**src/rtl/alu8_flags.sv**
```systemverilog
module alu8_flags #(
  parameter int DW = 8
) (
  input  logic          clk,
  input  logic          rst_n,
  input  logic          en,
  input  logic [3:0]    op,
  input  logic [DW-1:0] opa,
  input  logic [DW-1:0] opb,
  input  logic [7:0]    stat_in,
  output logic [DW-1:0] res,
  output logic          wr_en,
  output logic [7:0]    stat_next,
  output logic [7:0]    stat_q
);
  localparam int MSB = DW - 1;
  localparam int HB  = DW / 2 - 1;
  localparam int FC = 0, FZ = 1, FN = 2, FV = 3, FS = 4, FH = 5;

  localparam logic [3:0] OP_ADD = 4'h0, OP_ADC = 4'h1, OP_SUB = 4'h2, OP_SBC = 4'h3,
                         OP_CP  = 4'h4, OP_CPC = 4'h5, OP_AND = 4'h6, OP_OR  = 4'h7,
                         OP_XOR = 4'h8, OP_COM = 4'h9, OP_NEG = 4'hA, OP_SWP = 4'hB,
                         OP_ASR = 4'hC, OP_LSR = 4'hD, OP_ROR = 4'hE;

  logic          cin;
  logic          chain;
  logic [DW-1:0] add_r, sub_r, neg_r;
  logic [DW-1:0] add_cv, add_ov, sub_bv, sub_ov;
  logic          fh, fs, fv, fn, fz, fc;

  assign cin   = stat_in[FC];
  assign chain = (op == OP_ADC) || (op == OP_SBC) || (op == OP_CPC);

  assign add_r = opa + opb + {{(DW-1){1'b0}}, chain & cin};
  assign sub_r = opa - opb - {{(DW-1){1'b0}}, chain & cin};
  assign neg_r = '0 - opa;

  assign add_cv = (opa & opb) | (opa & ~add_r) | (opb & ~add_r);
  assign add_ov = (opa & opb & ~add_r) | (~opa & ~opb & add_r);
  assign sub_bv = (~opa & opb) | (opb & sub_r) | (sub_r & ~opa);
  assign sub_ov = (opa & ~opb & ~sub_r) | (~opa & opb & sub_r);

  always_comb begin
    res   = opa;
    wr_en = 1'b1;
    fh = stat_in[FH];
    fs = stat_in[FS];
    fv = stat_in[FV];
    fn = stat_in[FN];
    fz = stat_in[FZ];
    fc = stat_in[FC];
    case (op)
      OP_ADD, OP_ADC: begin
        res = add_r;
        fh  = add_cv[HB];
        fc  = add_cv[MSB];
        fv  = add_ov[MSB];
        fn  = add_r[MSB];
        fz  = (add_r == '0);
        fs  = fn ^ fv;
      end
      OP_SUB, OP_SBC, OP_CP, OP_CPC: begin
        res   = sub_r;
        wr_en = (op == OP_SUB) || (op == OP_SBC);
        fh    = sub_bv[HB];
        fc    = sub_bv[MSB];
        fv    = sub_ov[MSB];
        fn    = sub_r[MSB];
        fz    = (sub_r == '0) && (!chain || stat_in[FZ]);
        fs    = fn ^ fv;
      end
      OP_AND, OP_OR, OP_XOR, OP_COM: begin
        case (op)
          OP_AND:  res = opa & opb;
          OP_OR:   res = opa | opb;
          OP_XOR:  res = opa ^ opb;
          default: res = ~opa;
        endcase
        fv = 1'b0;
        fn = res[MSB];
        fs = res[MSB];
        fz = (res == '0);
        if (op == OP_COM) fc = 1'b1;
      end
      OP_NEG: begin
        res = neg_r;
        fh  = neg_r[HB] | opa[HB];
        fc  = (neg_r != '0);
        fv  = (neg_r == {1'b1, {(DW-1){1'b0}}});
        fn  = neg_r[MSB];
        fz  = (neg_r == '0);
        fs  = fn ^ fv;
      end
      OP_SWP: res = {opa[HB:0], opa[MSB:HB+1]};
      OP_ASR, OP_LSR, OP_ROR: begin
        case (op)
          OP_ASR:  res = {opa[MSB], opa[MSB:1]};
          OP_LSR:  res = {1'b0, opa[MSB:1]};
          default: res = {cin, opa[MSB:1]};
        endcase
        fc = opa[0];
        fn = res[MSB];
        fv = fn ^ fc;
        fs = fn ^ fv;
        fz = (res == '0);
      end
      default: wr_en = 1'b0;
    endcase
  end

  assign stat_next = {stat_in[7:6], fh, fs, fv, fn, fz, fc};

  always_ff @(posedge clk or negedge rst_n)
    if (!rst_n)  stat_q <= '0;
    else if (en) stat_q <= stat_next;
endmodule

```
**config.mk**
```make
export PLATFORM = sky130hd
export DESIGN_NAME = alu8_flags
export DESIGN_NICKNAME = d
export VERILOG_FILES = /design/src/rtl/alu8_flags.sv
export SDC_FILE = /design/constraint.sdc
export NUM_CORES = 1
export LEC_CHECK = 0
export BUFFER_PORTS_ARGS = -buffer_cell sky130_fd_sc_hd__buf_2
export CAP_MARGIN = 5
export CORE_ASPECT_RATIO = 0.5
export CORE_MARGIN = 2
export CORE_UTILIZATION = 50
export CTS_BUF_LIST = sky130_fd_sc_hd__clkbuf_4 sky130_fd_sc_hd__clkbuf_8 sky130_fd_sc_hd__clkbuf_16
export CTS_CLUSTER_DIAMETER = 100
export DETAILED_ROUTE_END_ITERATION = 10
export PLACE_DENSITY_LB_ADDON = 0.1
export SYNTH_ARGS = -nofsm -noshare
export SYNTH_HDL_FRONTEND = slang
export SYNTH_SLANG_ARGS = --single-unit
```
**constraint.sdc**
```tcl
create_clock -name clk -period 4.05 [get_ports clk]
set_input_delay 0.2025 -clock clk [delete_from_list [all_inputs] [get_ports clk]]
set_output_delay 0.2025 -clock clk [all_outputs]
set_load 0.02 [all_outputs]
```
=== Word level (Yosys, flattened, before mapping) ===
Cells that the tools add are included.

* Register bits after elaboration: 8
* Bits in latches: 0
* Bits in writable memories: 0
* ROM bits: 0
* Input port bits: 31
* Logic and storage cells: 83
* Memories kept: 0

* $add $sub $neg: 5
* Multipliers: 0
* Div/mod/pow operators: 0
* Order comparisons: 0
* Equal/unequal tests: 15
* Shifts and indexed selects: 0
* Muxes and demuxes: 13
* Bitwise operators: 31
* Reduce and logical (&&, ||, !) cells: 18

{| class="wikitable"
|+ Operators by type and width
! kind !! number
|-
| AND 8 bit || 12
|-
| OR 8 bit || 7
|-
| one-hot mux 8 bit (6 select lines) || 1
|-
| logical NOT 8 bit || 5
|-
| NOT 8 bit || 4
|-
| == test 4 bit, second input constant || 7
|-
| one-hot mux 1 bit (5 select lines) || 5
|-
| one-hot mux 8 bit (3 select lines) || 1
|-
| == test 4 x 3 -> 1 bit, second input constant || 4
|-
| two-way mux 8 bit || 2
|-
| one-hot mux 8 bit (2 select lines) || 1
|-
| OR reduction 11 bit || 1
|-
| adder 8 x 1 -> 8 bit || 1
|-
| adder 8 bit || 1
|-
| == test 4 x 2 -> 1 bit, second input constant || 2
|-
| == test 8 bit, second input constant || 1
|-
| nonzero test 8 bit || 1
|-
| OR reduction 4 bit || 2
|-
| subtractor 1 x 8 -> 8 bit, first input constant || 1
|-
| subtractor 8 x 1 -> 8 bit || 1
|-
| subtractor 8 bit || 1
|-
| bitwise XOR 8 bit || 1
|-
| bitwise XOR 1 bit || 5
|-
| == test 4 x 1 -> 1 bit, second input constant || 1
|-
| other kinds (11) || 14
|}

=== Depth between registers and ports, before layout ===
Gate-level depths: netlist of run 1.

* Word-level depth: 10
* Gate-level depth with buffers: 19
* Mapped depth without buffers: 17

=== Worst setup path before layout of run 1 ===
No wires, ideal clock.

* Kind: input -> output
* Start point: in op[3]
* End point: out stat_next[4]
* Arrival time: 3.402 ns
* Data required time: 3.848 ns
* Setup slack: 0.445 ns
* Stages: 18
* Cells stage by stage: clkbuf_1 > buf_1 > nand4b_1 > inv_1 > fa_1 > a21o_1 > a21oi_1 > o22ai_1 > nor2_1 > nor2_1 > nor2_1 > fa_1 > nand2_1 > o21ai_0 > a221o_1 > nor4_1 > nor2_1 > buf_4

* Word-level cells in the longest chain between the ends: 10
* Elaborated cells between the ends (all ways): 40

{| class="wikitable"
|+ Ends and longest elaborated chain
! what !! line !! RTL
|-
| start, declared || 7 || <nowiki>input logic [3:0] op,</nowiki>
|-
| == test 4 x 1 -> 1 bit / == test 4 x 2 -> 1 bit (equally long branches) || 32, 52 ||
|-
| logical OR 1 bit (2 in series) || 32 || <nowiki>assign chain = (op == OP_ADC) || (op == OP_SBC) || (op == OP_CPC);</nowiki>
|-
| AND 1 bit || 34, 35 ||
|-
| subtractor 8 x 1 -> 8 bit / adder 8 x 1 -> 8 bit (equally long branches) || 35, 34 ||
|-
| NOT 8 bit, on equally long branches || 41, 39 ||
|-
| AND 8 bit, on equally long branches || 41, 39 ||
|-
| OR 8 bit, on equally long branches || 41, 39 ||
|-
| bitwise XOR 1 bit, on equally long branches || 70, 60 ||
|-
| one-hot mux 1 bit (5 select lines) (*) || 52 || <nowiki>case (op)</nowiki>
|-
| end, declared || 13 || <nowiki>output logic [7:0] stat_next,</nowiki>
|}

Every way passes the cells marked *; elsewhere a longest branch is shown, timed or not. The select of a mux whose other input is x is not followed.

=== Final worst setup path of run 1 ===
* Start point: in op[2]
* End point: out stat_next[1]

* Word-level cells in the longest chain between the ends: 8
* Elaborated cells between the ends (all ways): 35

{| class="wikitable"
|+ Ends and longest elaborated chain
! what !! line !! RTL
|-
| == test 4 x 1 -> 1 bit / == test 4 x 2 -> 1 bit (equally long branches) || 32, 52 ||
|-
| logical OR 1 bit (2 in series) || 32 ||
|-
| AND 1 bit || 34, 35 ||
|-
| subtractor 8 x 1 -> 8 bit || 35 || <nowiki>assign sub_r = opa - opb - {{(DW-1){1'b0}}, chain & cin};</nowiki>
|-
| logical NOT 8 bit || 69 || <nowiki>fz = (sub_r == '0) && (!chain || stat_in[FZ]);</nowiki>
|-
| logical AND 1 bit || 69 ||
|-
| one-hot mux 1 bit (5 select lines) (*) || 52 ||
|}

Marked as above.

==> metrics.txt, run 1 <==
# TYPE chip_impl_metric gauge
chip_impl_info{name="largestRegisters",value="stat_q (8)"} 1
chip_impl_metric{name="detailroute.via_count",unit=""} 3033
chip_impl_metric{name="final_clock_period_utilization_by_the_worst_path",unit="%"} 94.80
chip_impl_metric{name="synthCells",unit=""} 370
chip_impl_metric{name="grt_first_pass_wirelength",unit="um"} 14280
chip_impl_metric{name="initial_core_util",unit="%"} 53.09
chip_impl_metric{name="post_cts.repair.setup_buffers",unit=""} 0
chip_impl_metric{name="cts-buffers-inserted",unit=""} 3
chip_impl_metric{name="core_area",unit="sq um"} 5022
chip_impl_metric{name="die_h",unit="um"} 55.64
chip_impl_metric{name="numPortBuffers",unit=""} 55
chip_impl_metric{name="syn_nets",unit=""} 440
chip_impl_metric{name="ys_ff_latch",unit=""} 8
chip_impl_metric{name="fillCellCount",unit=""} 485
chip_impl_metric{name="drt_iter0_markers",unit=""} 428
chip_impl_metric{name="wl_per_cell",unit="um"} 19.90
chip_impl_metric{name="antenna_left",unit=""} 0
chip_impl_metric{name="vdd.ir_drop.worst",unit="mV"} 0.1547
chip_impl_metric{name="critPathMaxFanout",unit=""} 5
chip_impl_metric{name="clock_sinks",unit=""} 8
chip_impl_info{name="grt_setup_unrepaired",value="false"} 1
chip_impl_metric{name="power-per-cell-area",unit="nW/um^2"} 228.4
chip_impl_metric{name="grt-ovfl-total",unit=""} 0
chip_impl_info{name="setup.worst_path.start_class",value="input pin"} 1
chip_impl_info{name="outcome",value="finished clean"} 1
chip_impl_info{name="most_common_cell_type_on_the_critical_path",value="nor2_1"} 1
chip_impl_metric{name="critPathArrivalTime",unit="ns"} 3.64
chip_impl_metric{name="synthArstFlopShare",unit="%"} 100.0
chip_impl_metric{name="post_synth_edffs",unit=""} 0
chip_impl_metric{name="die-width",unit="um"} 107.3
chip_impl_metric{name="route.detailed.vias_per_inst",unit=""} 6.399
chip_impl_metric{name="cts_buffer_depth",unit=""} 2
chip_impl_metric{name="synth.yosys.seq_area_share",unit="%"} 7.508
chip_impl_info{name="mostFrequentLayoutCell",value="buf_2"} 1
chip_impl_metric{name="report.final.slew_viol_count",unit=""} 0
chip_impl_metric{name="layout_skew",unit="ns"} 0
chip_impl_metric{name="fin_nets",unit=""} 476
chip_impl_info{name="timing.critical_path.max_delay_family",value="simple AND/OR/NAND/NOR gates"} 1
chip_impl_info{name="cts_root_buffer",value="clkbuf_8"} 1
chip_impl_info{name="worstHoldPathType",value="input pin to register"} 1
chip_impl_metric{name="yosys_warnings",unit=""} 0
chip_impl_info{name="crit_chain",value="buf_2 -> nand2_1 -> nand4b_1 -> inv_1 -> fa_1 -> a21o_1 -> a21oi_1 -> o22ai_1 -> nor2_1 -> nor2_1 -> nor2_1 -> fa_1 -> nand4_1 -> nor4_1 -> and3_1 -> nor4_1 -> nor2_1 -> buf_2"} 1
chip_impl_metric{name="globalRouteTotalUtil",unit="%"} 30.91
chip_impl_metric{name="fmaxAchievable",unit="MHz"} 260.5
chip_impl_metric{name="dieArea",unit="sq um"} 5968
chip_impl_metric{name="insertion_delay",unit="ns"} 0.22
chip_impl_metric{name="critical-path-max-stage-delay",unit="ns"} 0.56
chip_impl_metric{name="floorplan.io_pins",unit=""} 56
chip_impl_metric{name="power.total",unit="mW"} 0.6766
chip_impl_metric{name="time_the_final_worst_path_needs_with_i_o_delays_and_setup",unit="ns"} 3.839
chip_impl_info{name="timing.setup.critical_path_class",value="input pin to primary output"} 1
chip_impl_metric{name="drt_pre_antenna_iters",unit=""} 6
chip_impl_metric{name="grt_max_degree",unit=""} 29
chip_impl_metric{name="drv.max_cap_violation_count",unit=""} 0
chip_impl_metric{name="largest_reg_flops",unit=""} 8
chip_impl_metric{name="max_slew.worst_pin.slew",unit="ns"} 0.7546
chip_impl_metric{name="netlist-cell-type-count",unit=""} 63
chip_impl_metric{name="antenna_cells_inserted",unit=""} 0
chip_impl_metric{name="final_number_of_setup_violating_endpoints",unit=""} 0
chip_impl_metric{name="syn_to_final_growth",unit="%"} 11.12
chip_impl_metric{name="place.detailed.hpwl",unit="um"} 7417
chip_impl_metric{name="routed_wl",unit="um"} 9433
chip_impl_metric{name="cts.htree.levels",unit=""} 1
chip_impl_info{name="tritoncts",value="yes"} 1
chip_impl_metric{name="tns",unit="ns"} 0
chip_impl_info{name="primary_ff_master_synth",value="dfrtp_1"} 1
chip_impl_metric{name="max-slew-margin-rel",unit="%"} 49.58
chip_impl_info{name="setup.worst_path.end_class",value="primary output"} 1
chip_impl_metric{name="clk_pin_slew_worst_paths",unit="ns"} 0.04
chip_impl_metric{name="worst_ep_required_time",unit="ns"} 3.85
chip_impl_metric{name="antenna_found_initial",unit=""} 0
chip_impl_metric{name="first_global_vias",unit=""} 2625
chip_impl_metric{name="power.static_leakage",unit="nW"} 1.370
chip_impl_metric{name="synth_area_per_cell",unit="sq um"} 7.206
chip_impl_metric{name="drc_violations_left",unit=""} 0
chip_impl_metric{name="hold_viol_final",unit=""} 0
chip_impl_metric{name="worstPathBufferInverterCount",unit=""} 3
chip_impl_info{name="most_frequent_cells_in_the_layout",value="55 x buf_2, 40 x nor2_1, 33 x ha_1"} 1
chip_impl_metric{name="drive_above_1_share",unit="%"} 19.31
chip_impl_metric{name="gpl.final_weighted_congestion",unit=""} 0.9858
chip_impl_metric{name="synthesis.area",unit="sq um"} 2666
chip_impl_info{name="max_flop_register",value="stat_q"} 1
chip_impl_metric{name="core.rowCount",unit=""} 18
chip_impl_info{name="critical_path.slowest_cell",value="nor4_1"} 1
==> area by class of cell <==
class / count / area (sq um) / share of cell area [%]
multi-input combinational: 298 / 2176 / 73.44
timing repair buffer: 63 / 337.8 / 11.40
inverter: 32 / 120.1 / 4.054
sequential: 8 / 200.2 / 6.757
tap: 70 / 87.58 / 2.956
clock buffer: 3 / 41.29 / 1.394
==> layer usage <==
metal	vias to the layer above	global-route usage [%]	routed length [um]
met5	-	0	0
met4	0	5.566	110
met3	12	5.504	1092
met2	180	47.56	3944
met1	1420	45.39	4286
li1	1421	-	-
==> Yosys cell counts, drive strengths merged (7+ instances only) <==
| cell type | count | share of area, % |
|---|---|---|
| a21oi | 22 | 4.1 |
| a221oi | 7 | 2.3 |
| a22oi | 7 | 2.0 |
| buf | 19 | 4.6 |
| clkbuf | 13 | 1.8 |
| dfrtp | 8 | 7.5 |
| ha | 33 | 15 |
| inv | 32 | 4.5 |
| nand2 | 17 | 2.4 |
| nand2b | 8 | 1.9 |
| nor2 | 41 | 5.9 |
| nor3 | 15 | 3.0 |
| nor4 | 7 | 1.6 |
| o21ai | 24 | 4.5 |
| o22ai | 9 | 2.1 |
| xnor2 | 10 | 3.3 |
| xor2 | 7 | 2.3 |
==> through the flow <==
step | util [%] | hold WS (ns) | instances | cell area, sq um | worst slack (ns)
final | 58.99 | 0.2322 | 474 | 2963 | 0.2106
after global routing | 58.99 | 0.2411 | 474 | 2963 | 0.08412
after CTS | 58.99 | 0.2258 | 474 | 2963 | 0.3577
after detailed placement | 57.97 | 0.05032 | 470 | 2912 | 0.3520
after global placement | 57.97 | 0.04582 | 470 | 2912 | 0.4383
after floorplan | - | -0.09309 | 370 | 2666 | 0.4451
==> worst paths after layout <==
| path | startpoint | cells after the start | slack, ns | endpoint |
|---|---|---|---|---|
| max | op[2] | 18 | 0.21 | stat_next[1] |
| min | stat_in[7] | 2 | 0.23 | stat_q[7] |
| max reg2reg | stat_q[6] | 1 | 3.29 | stat_q[6] |
| min reg2reg | stat_q[3] | 1 | 0.50 | stat_q[3] |
| max in group asynchronous | rst_n | 2 | 3.52 | stat_q[7] |
| min in group asynchronous | rst_n | 2 | 0.36 | stat_q[4] |
==> report_power, final <==
group,switching (mW),internal [mW]
Sequential,0.00617,0.0936
Clock,0.0274,0.0640
Combinational,0.306,0.179
==> kinds of logic (layout without fill, tap and decap cells) <==
logic type | after synthesis | count (layout) | synth area share (%)
flip-flops | 8 | 8 | 7.508
buffers and inverters | 64 | 98 | 10.89
AND/OR/NAND/NOR | 121 | 121 | 23.65
AO/OA/AOI/OAI | 114 | 114 | 29.47
XOR/XNOR | 17 | 17 | 5.584
multiplexers | 7 | 7 | 2.909
adder cells (fa/ha/maj) | 39 | 39 | 19.99
==> repair_timing <==
| item | 4_1_cts | 5_1_grt |
|---|---|---|
| hold buffers | 1 | 0 |
| setup endpoints to repair | 0 | 0 |
| endpoints found under the hold margin | 8 | 0 |
| resized for setup | 0 | 0 |
Note: power is estimated with default switching activity, not from simulation.
==> inputs of run 2 (changes only) <==
==> constraint.sdc (replaced) <==
create_clock -name clk -period 3.56 [get_ports clk]
set_input_delay 0.178 -clock clk [delete_from_list [all_inputs] [get_ports clk]]
set_output_delay 0.178 -clock clk [all_outputs]
set_load 0.02 [all_outputs]
==> metrics.txt, run 2 (synthesis gave the netlist of run 1 again) <==
# TYPE chip_impl_metric gauge
chip_impl_info{name="outcome",value="finished clean"} 1
chip_impl_metric{name="core.rowCount",unit=""} 18
chip_impl_metric{name="report.final.slew_viol_count",unit=""} 0
chip_impl_metric{name="met3_length",unit="um"} 1243
chip_impl_info{name="timing.critical_path.to",value="stat_next[4]"} 1
chip_impl_metric{name="grt-ovfl-total",unit=""} 0
chip_impl_metric{name="place.detailed.hpwl",unit="um"} 7490
chip_impl_metric{name="floorplan.io_pins",unit=""} 56
chip_impl_metric{name="antenna_cells_inserted",unit=""} 0
chip_impl_metric{name="worst_r2r_path_depth",unit=""} 1
chip_impl_metric{name="share_clk_of_total_power",unit="%"} 13.9
chip_impl_metric{name="max_slew.worst_pin.slew",unit="ns"} 0.8306
chip_impl_metric{name="tns",unit="ns"} 0
chip_impl_info{name="max_flop_register",value="stat_q"} 1
chip_impl_metric{name="routed-wl-met2",unit="um"} 4026
chip_impl_metric{name="clock_sinks",unit=""} 8
chip_impl_metric{name="vdd.ir_drop.worst",unit="mV"} 0.2015
chip_impl_metric{name="detailroute.via_count",unit=""} 3153
chip_impl_info{name="largestRegisters",value="stat_q (8)"} 1
chip_impl_metric{name="drt_iter0_markers",unit=""} 459
chip_impl_metric{name="rrSetupSlack",unit="ns"} 2.80
chip_impl_metric{name="stdcell_area",unit="sq um"} 3120
chip_impl_info{name="timing.setup.critical_path_class",value="input pin to primary output"} 1
chip_impl_metric{name="final_clock_period_utilization_by_the_worst_path",unit="%"} 96.56
chip_impl_info{name="r2r-start",value="stat_q[0]"} 1
chip_impl_info{name="setup.worst_path.start_class",value="input pin"} 1
chip_impl_metric{name="max-slew-margin-rel",unit="%"} 44.42
chip_impl_metric{name="die-width",unit="um"} 107.3
chip_impl_metric{name="cts-buffers-inserted",unit=""} 3
chip_impl_info{name="grt_setup_unrepaired",value="true"} 1
chip_impl_info{name="setup.worst_path.end_class",value="primary output"} 1
chip_impl_info{name="most_frequent_cells_in_the_layout",value="55 x buf_2, 39 x nor2_1, 33 x ha_1"} 1
chip_impl_metric{name="hold_viol_final",unit=""} 0
chip_impl_metric{name="fillCellCount",unit=""} 491
chip_impl_metric{name="detail_route.wirelength.met1",unit="um"} 4109
chip_impl_metric{name="first_global_vias",unit=""} 2869
chip_impl_metric{name="critPathMaxFanout",unit=""} 4
chip_impl_metric{name="time_the_final_worst_path_needs_with_i_o_delays_and_setup",unit="ns"} 3.437
chip_impl_metric{name="initial_core_util",unit="%"} 53.09
chip_impl_metric{name="drive_above_1_share",unit="%"} 24.46
chip_impl_metric{name="worst_ep_required_time",unit="ns"} 3.38
chip_impl_metric{name="antenna_found_initial",unit=""} 0
chip_impl_metric{name="layout_skew",unit="ns"} 0
chip_impl_metric{name="antenna_left",unit=""} 0
chip_impl_metric{name="grt_max_degree",unit=""} 29
chip_impl_metric{name="power-per-cell-area",unit="nW/um^2"} 259.7
chip_impl_metric{name="cts.htree.levels",unit=""} 1
chip_impl_metric{name="final_number_of_setup_violating_endpoints",unit=""} 0
chip_impl_metric{name="gpl.final_weighted_congestion",unit=""} 0.9688
chip_impl_info{name="critical_path.startpoint",value="op[2]"} 1
chip_impl_metric{name="detailed_place.area",unit="sq um"} 2987
chip_impl_metric{name="dieArea",unit="sq um"} 5968
chip_impl_info{name="cts_root_buffer",value="clkbuf_8"} 1
chip_impl_metric{name="internal_power",unit="mW"} 0.4039
chip_impl_metric{name="final_core_utilization",unit="%"} 62.13
chip_impl_info{name="worstHoldPathType",value="input pin to register"} 1
chip_impl_metric{name="die_h",unit="um"} 55.64
chip_impl_metric{name="critPathArrivalTime",unit="ns"} 3.26
chip_impl_metric{name="power.static_leakage",unit="nW"} 1.444
chip_impl_metric{name="whs",unit="ns"} 0.1945
chip_impl_metric{name="clk_pin_slew_worst_paths",unit="ns"} 0.04
chip_impl_metric{name="fmaxAchievable",unit="MHz"} 290.9
chip_impl_metric{name="drt_pre_antenna_iters",unit=""} 5
chip_impl_metric{name="cts_buffer_depth",unit=""} 2
chip_impl_metric{name="syn_to_final_growth",unit="%"} 17.03
chip_impl_info{name="top_layer",value="met4"} 1
chip_impl_metric{name="globalRouteTotalUtil",unit="%"} 31.64
chip_impl_metric{name="largest_reg_flops",unit=""} 8
chip_impl_metric{name="route.detailed.vias_per_inst",unit=""} 6.474
chip_impl_metric{name="wl_per_cell",unit="um"} 19.52
chip_impl_info{name="mostFrequentLayoutCell",value="buf_2"} 1
chip_impl_metric{name="routed_wl",unit="um"} 9506
chip_impl_metric{name="insertion_delay",unit="ns"} 0.24
chip_impl_metric{name="switching_power",unit="mW"} 0.4066
chip_impl_metric{name="fin_nets",unit=""} 489
chip_impl_metric{name="numPortBuffers",unit=""} 55
chip_impl_metric{name="grt_first_pass_wirelength",unit="um"} 14870
chip_impl_info{name="tritoncts",value="yes"} 1
chip_impl_metric{name="drc_violations_left",unit=""} 0
chip_impl_metric{name="p_sw_share",unit="%"} 50.17
chip_impl_info{name="worstReg2RegEnd",value="stat_q[0]"} 1
chip_impl_metric{name="drv.max_cap_violation_count",unit=""} 0
chip_impl_metric{name="power.sequential.fraction",unit="%"} 14.0
chip_impl_metric{name="core_area",unit="sq um"} 5022
chip_impl_metric{name="power.combinational.fraction",unit="%"} 72.1
-- run 2: layout make-up --
class                   instances  area (sq um)  area share, %
well taps                      70         87.58          2.807
multi-input cells             298          2236          71.65
clock buffers                   3         41.29          1.323
inverters                      32         120.1          3.849
flip-flops and latches          8         200.2          6.415
repair buffers                 76         435.4          13.95
-- run 2: worst min path at each step --
stage	start	endpoint	slack [ns]	cells after the start
after floorplan	rst_n	stat_q[0]	-0.12	0
after global placement	rst_n	stat_q[1]	0.02	1
after detailed placement	rst_n	stat_q[4]	0.03	1
after CTS	stat_in[6]	stat_q[6]	0.19	2
after global routing	stat_in[7]	stat_q[7]	0.21	2
final	stat_in[6]	stat_q[6]	0.19	2
-- run 2: power groups by stage --
stage                     Sequential (mW)  Clock [mW]  Combinational [mW]
after global placement              0.113           0               0.540
final                               0.114       0.112               0.585
after CTS                           0.114       0.117               0.552
after global routing                0.115       0.117               0.630
after detailed placement            0.115           0               0.548
after floorplan                     0.134           0               0.364
-- run 2: timing repair --
item | CTS | global route
buffers inserted | 0 | 3
endpoints found under the hold margin | 8 | 0
resized for setup | 2 | 10
pin swaps | 0 | 6
setup endpoints to repair | 2 | 4
hold buffers | 1 | 0
-- run 2: critical path: stages --
cell      delay, ns
buf_2          0.09
nand2_1        0.07
nand4b_1       0.19
inv_1          0.09
fa_2           0.34
a21o_1         0.19
a21oi_2        0.14
o22ai_1        0.10
nor2_1         0.10
nor2_1         0.07
nor2_2         0.15
fa_2           0.49
nand2_2        0.09
o21ai_0        0.09
a221o_1        0.31
nor4_2         0.33
nor2_1         0.08
buf_2          0.16
-- run 2: through the flow --
step           instances  setup WS, ns  power [mW]
3_5_place_dp         480       -0.1018      0.6635
2_1_floorplan        370       0.01096      0.4975
5_1_grt              487      -0.05921      0.8612
6_report             487        0.1226      0.8105
3_3_place_gp         480        0.1478      0.6536
4_1_cts              484       0.03602      0.7832
-- run 2: metal layers --
layer  up-vias  GRT usage, %
met5         -             0
met4         0         6.494
met3        19         5.972
met2       206         49.28
met1      1484         45.49
li1       1444             -
==> inputs of run 3 (changes only) <==
==> constraint.sdc (replaced) <==
create_clock -name clk -period 3.6 [get_ports clk]
set_input_delay 0.18 -clock clk [delete_from_list [all_inputs] [get_ports clk]]
set_output_delay 0.18 -clock clk [all_outputs]
set_load 0.02 [all_outputs]
==> metrics.txt, run 3 (synthesis gave the netlist of run 1 again) <==
# TYPE chip_impl_metric gauge
chip_impl_metric{name="power-per-cell-area",unit="nW/um^2"} 254.8
chip_impl_metric{name="largest_reg_flops",unit=""} 8
chip_impl_metric{name="grt_max_degree",unit=""} 29
chip_impl_info{name="outcome",value="finished clean"} 1
chip_impl_metric{name="core.rowCount",unit=""} 18
chip_impl_metric{name="hold_viol_final",unit=""} 0
chip_impl_metric{name="finish.cell_count_without_fillers",unit=""} 483
chip_impl_info{name="r2r-start",value="stat_q[2]"} 1
chip_impl_info{name="largestRegisters",value="stat_q (8)"} 1
chip_impl_metric{name="routed_wl",unit="um"} 9543
chip_impl_metric{name="detailroute.via_count",unit=""} 3112
chip_impl_metric{name="power.static_leakage",unit="nW"} 1.426
chip_impl_metric{name="max_slew.worst_pin.slew",unit="ns"} 0.8276
chip_impl_metric{name="internal_power",unit="mW"} 0.3907
chip_impl_metric{name="fmaxAchievable",unit="MHz"} 295.2
chip_impl_metric{name="antenna_left",unit=""} 0
chip_impl_info{name="grt_setup_unrepaired",value="false"} 1
chip_impl_metric{name="tns",unit="ns"} 0
chip_impl_info{name="setup.worst_path.start_class",value="input pin"} 1
chip_impl_info{name="most_frequent_cells_in_the_layout",value="55 x buf_2, 40 x nor2_1, 33 x ha_1"} 1
chip_impl_info{name="tritoncts",value="yes"} 1
chip_impl_metric{name="report.final.slew_viol_count",unit=""} 0
chip_impl_metric{name="critPathMaxFanout",unit=""} 5
chip_impl_info{name="worstHoldEndpoint",value="stat_q[7]"} 1
chip_impl_metric{name="power.total",unit="mW"} 0.7827
chip_impl_metric{name="grt-ovfl-total",unit=""} 0
chip_impl_info{name="worstReg2RegEnd",value="stat_q[2]"} 1
chip_impl_info{name="worstHoldPathType",value="input pin to register"} 1
chip_impl_metric{name="first_global_vias",unit=""} 2805
chip_impl_metric{name="drive_above_1_share",unit="%"} 22.28
chip_impl_metric{name="syn_to_final_growth",unit="%"} 15.20
chip_impl_info{name="setup.worst_path.end_class",value="primary output"} 1
chip_impl_metric{name="hold-path-cell-count",unit=""} 2
chip_impl_metric{name="grt_first_pass_wirelength",unit="um"} 14880
chip_impl_metric{name="rrSetupSlack",unit="ns"} 2.85
chip_impl_metric{name="drt_pre_antenna_iters",unit=""} 9
chip_impl_metric{name="fillCellCount",unit=""} 479
chip_impl_metric{name="wl_per_cell",unit="um"} 19.76
chip_impl_metric{name="place.detailed.hpwl",unit="um"} 7556
chip_impl_metric{name="max-slew-margin-rel",unit="%"} 44.62
chip_impl_metric{name="initial_core_util",unit="%"} 53.09
chip_impl_metric{name="clock_sinks",unit=""} 8
chip_impl_metric{name="fin_nets",unit=""} 485
chip_impl_info{name="max_flop_register",value="stat_q"} 1
chip_impl_metric{name="antenna_found_initial",unit=""} 0
chip_impl_metric{name="post_cts.repair.setup_buffers",unit=""} 0
chip_impl_metric{name="floorplan.io_pins",unit=""} 56
chip_impl_metric{name="final_number_of_setup_violating_endpoints",unit=""} 0
chip_impl_metric{name="cts_buffer_depth",unit=""} 2
chip_impl_info{name="worstHoldStart",value="stat_in[7]"} 1
chip_impl_metric{name="worst_ep_required_time",unit="ns"} 3.42
chip_impl_metric{name="die-width",unit="um"} 107.3
chip_impl_metric{name="cts-buffers-inserted",unit=""} 3
chip_impl_metric{name="die_h",unit="um"} 55.64
chip_impl_metric{name="drt_iter0_markers",unit=""} 347
chip_impl_metric{name="route.detailed.vias_per_inst",unit=""} 6.443
chip_impl_info{name="timing.setup.critical_path_class",value="input pin to primary output"} 1
chip_impl_metric{name="insertion_delay",unit="ns"} 0.22
chip_impl_metric{name="drc_violations_left",unit=""} 0
chip_impl_metric{name="worst_r2r_path_depth",unit=""} 1
chip_impl_metric{name="gpl.final_weighted_congestion",unit=""} 0.9868
chip_impl_metric{name="switching_power",unit="mW"} 0.3920
chip_impl_metric{name="cts.htree.levels",unit=""} 1
chip_impl_metric{name="layout_skew",unit="ns"} 0
chip_impl_metric{name="power.sequential.fraction",unit="%"} 14.4
chip_impl_metric{name="antenna_cells_inserted",unit=""} 0
chip_impl_metric{name="dieArea",unit="sq um"} 5968
chip_impl_metric{name="core_area",unit="sq um"} 5022
chip_impl_metric{name="placed_cells",unit=""} 479
chip_impl_metric{name="critPathArrivalTime",unit="ns"} 3.21
chip_impl_metric{name="vdd.ir_drop.worst",unit="mV"} 0.1897
chip_impl_metric{name="final_clock_period_utilization_by_the_worst_path",unit="%"} 94.11
chip_impl_metric{name="power.combinational.fraction",unit="%"} 72.2
chip_impl_metric{name="share_clk_of_total_power",unit="%"} 13.4
chip_impl_metric{name="clk_pin_slew_worst_paths",unit="ns"} 0.04
chip_impl_info{name="cts_root_buffer",value="clkbuf_8"} 1
chip_impl_metric{name="numPortBuffers",unit=""} 55
chip_impl_metric{name="time_the_final_worst_path_needs_with_i_o_delays_and_setup",unit="ns"} 3.388
chip_impl_metric{name="drv.max_cap_violation_count",unit=""} 0
chip_impl_metric{name="final_core_utilization",unit="%"} 61.16
chip_impl_info{name="mostFrequentLayoutCell",value="buf_2"} 1
chip_impl_metric{name="globalRouteTotalUtil",unit="%"} 31.67
chip_impl_metric{name="p_sw_share",unit="%"} 50.08
## run 3: worst max-delay path by stage
stage           from           end  slack, ns  depth (start not counted)
2_1_floorplan  op[3]     stat_q[3]       0.02                         17
3_3_place_gp   op[2]  stat_next[1]       0.18                         18
3_5_place_dp   op[2]  stat_next[1]       0.02                         18
4_1_cts        op[2]  stat_next[1]       0.01                         18
5_1_grt        op[2]  stat_next[3]       0.02                         17
6_report       op[2]  stat_next[3]       0.21                         17
## run 3: power groups by stage
stage          sequential, mW  combinational, mW  clock, mW
6_report                0.113              0.565      0.105
3_3_place_gp            0.112              0.534          0
2_1_floorplan           0.132              0.360          0
4_1_cts                 0.113              0.544      0.108
5_1_grt                 0.114              0.611      0.110
3_5_place_dp            0.114              0.541          0
## run 3: final cells by class
cell class | count | area, sq um | share of cell area [%]
flip-flops and latches | 8 | 200.2 | 6.517
inverters | 32 | 120.1 | 3.910
multi-input cells | 298 | 2217 | 72.18
well taps | 70 | 87.58 | 2.851
repair buffers | 72 | 405.4 | 13.20
clock buffers | 3 | 41.29 | 1.344
## run 3: per-layer routing
layer | share of wire (%) | track usage [%] | vias to the layer above
li1 | - | - | 1443
met1 | 45 | 45.17 | 1460
met2 | 43 | 49.73 | 192
met3 | 12 | 7.026 | 17
met4 | 0.88 | 5.009 | 0
met5 | 0 | 0 | -
## run 3: repair_timing
item / CTS / global route
endpoints found under the hold margin: 8 / 0
hold buffers: 1 / 0
gates resized for setup: 0 / 7
setup endpoints to repair: 0 / 3
## run 3: metrics by stage
step	setup slack [ns]	cell area, sq um	hold WS [ns]
after detailed placement	0.01807	2979	0.03211
after global placement	0.1752	2979	0.02492
after CTS	0.01496	3030	0.2004
final	0.2122	3072	0.2016
after global routing	0.01564	3072	0.2169
after floorplan	0.01893	2666	-0.1156
## run 3: worst max-delay path, cell delays in order
cell      delay, ns
buf_2          0.09
nand2_1        0.06
nand4b_1       0.17
inv_1          0.08
fa_1           0.39
a21o_1         0.20
a21oi_2        0.18
o22ai_1        0.11
nor2_1         0.09
nor2_1         0.07
nor2_1         0.15
fa_2           0.51
nand2_1        0.10
a21oi_1        0.06
a221o_1        0.28
o32a_1         0.34
buf_2          0.16
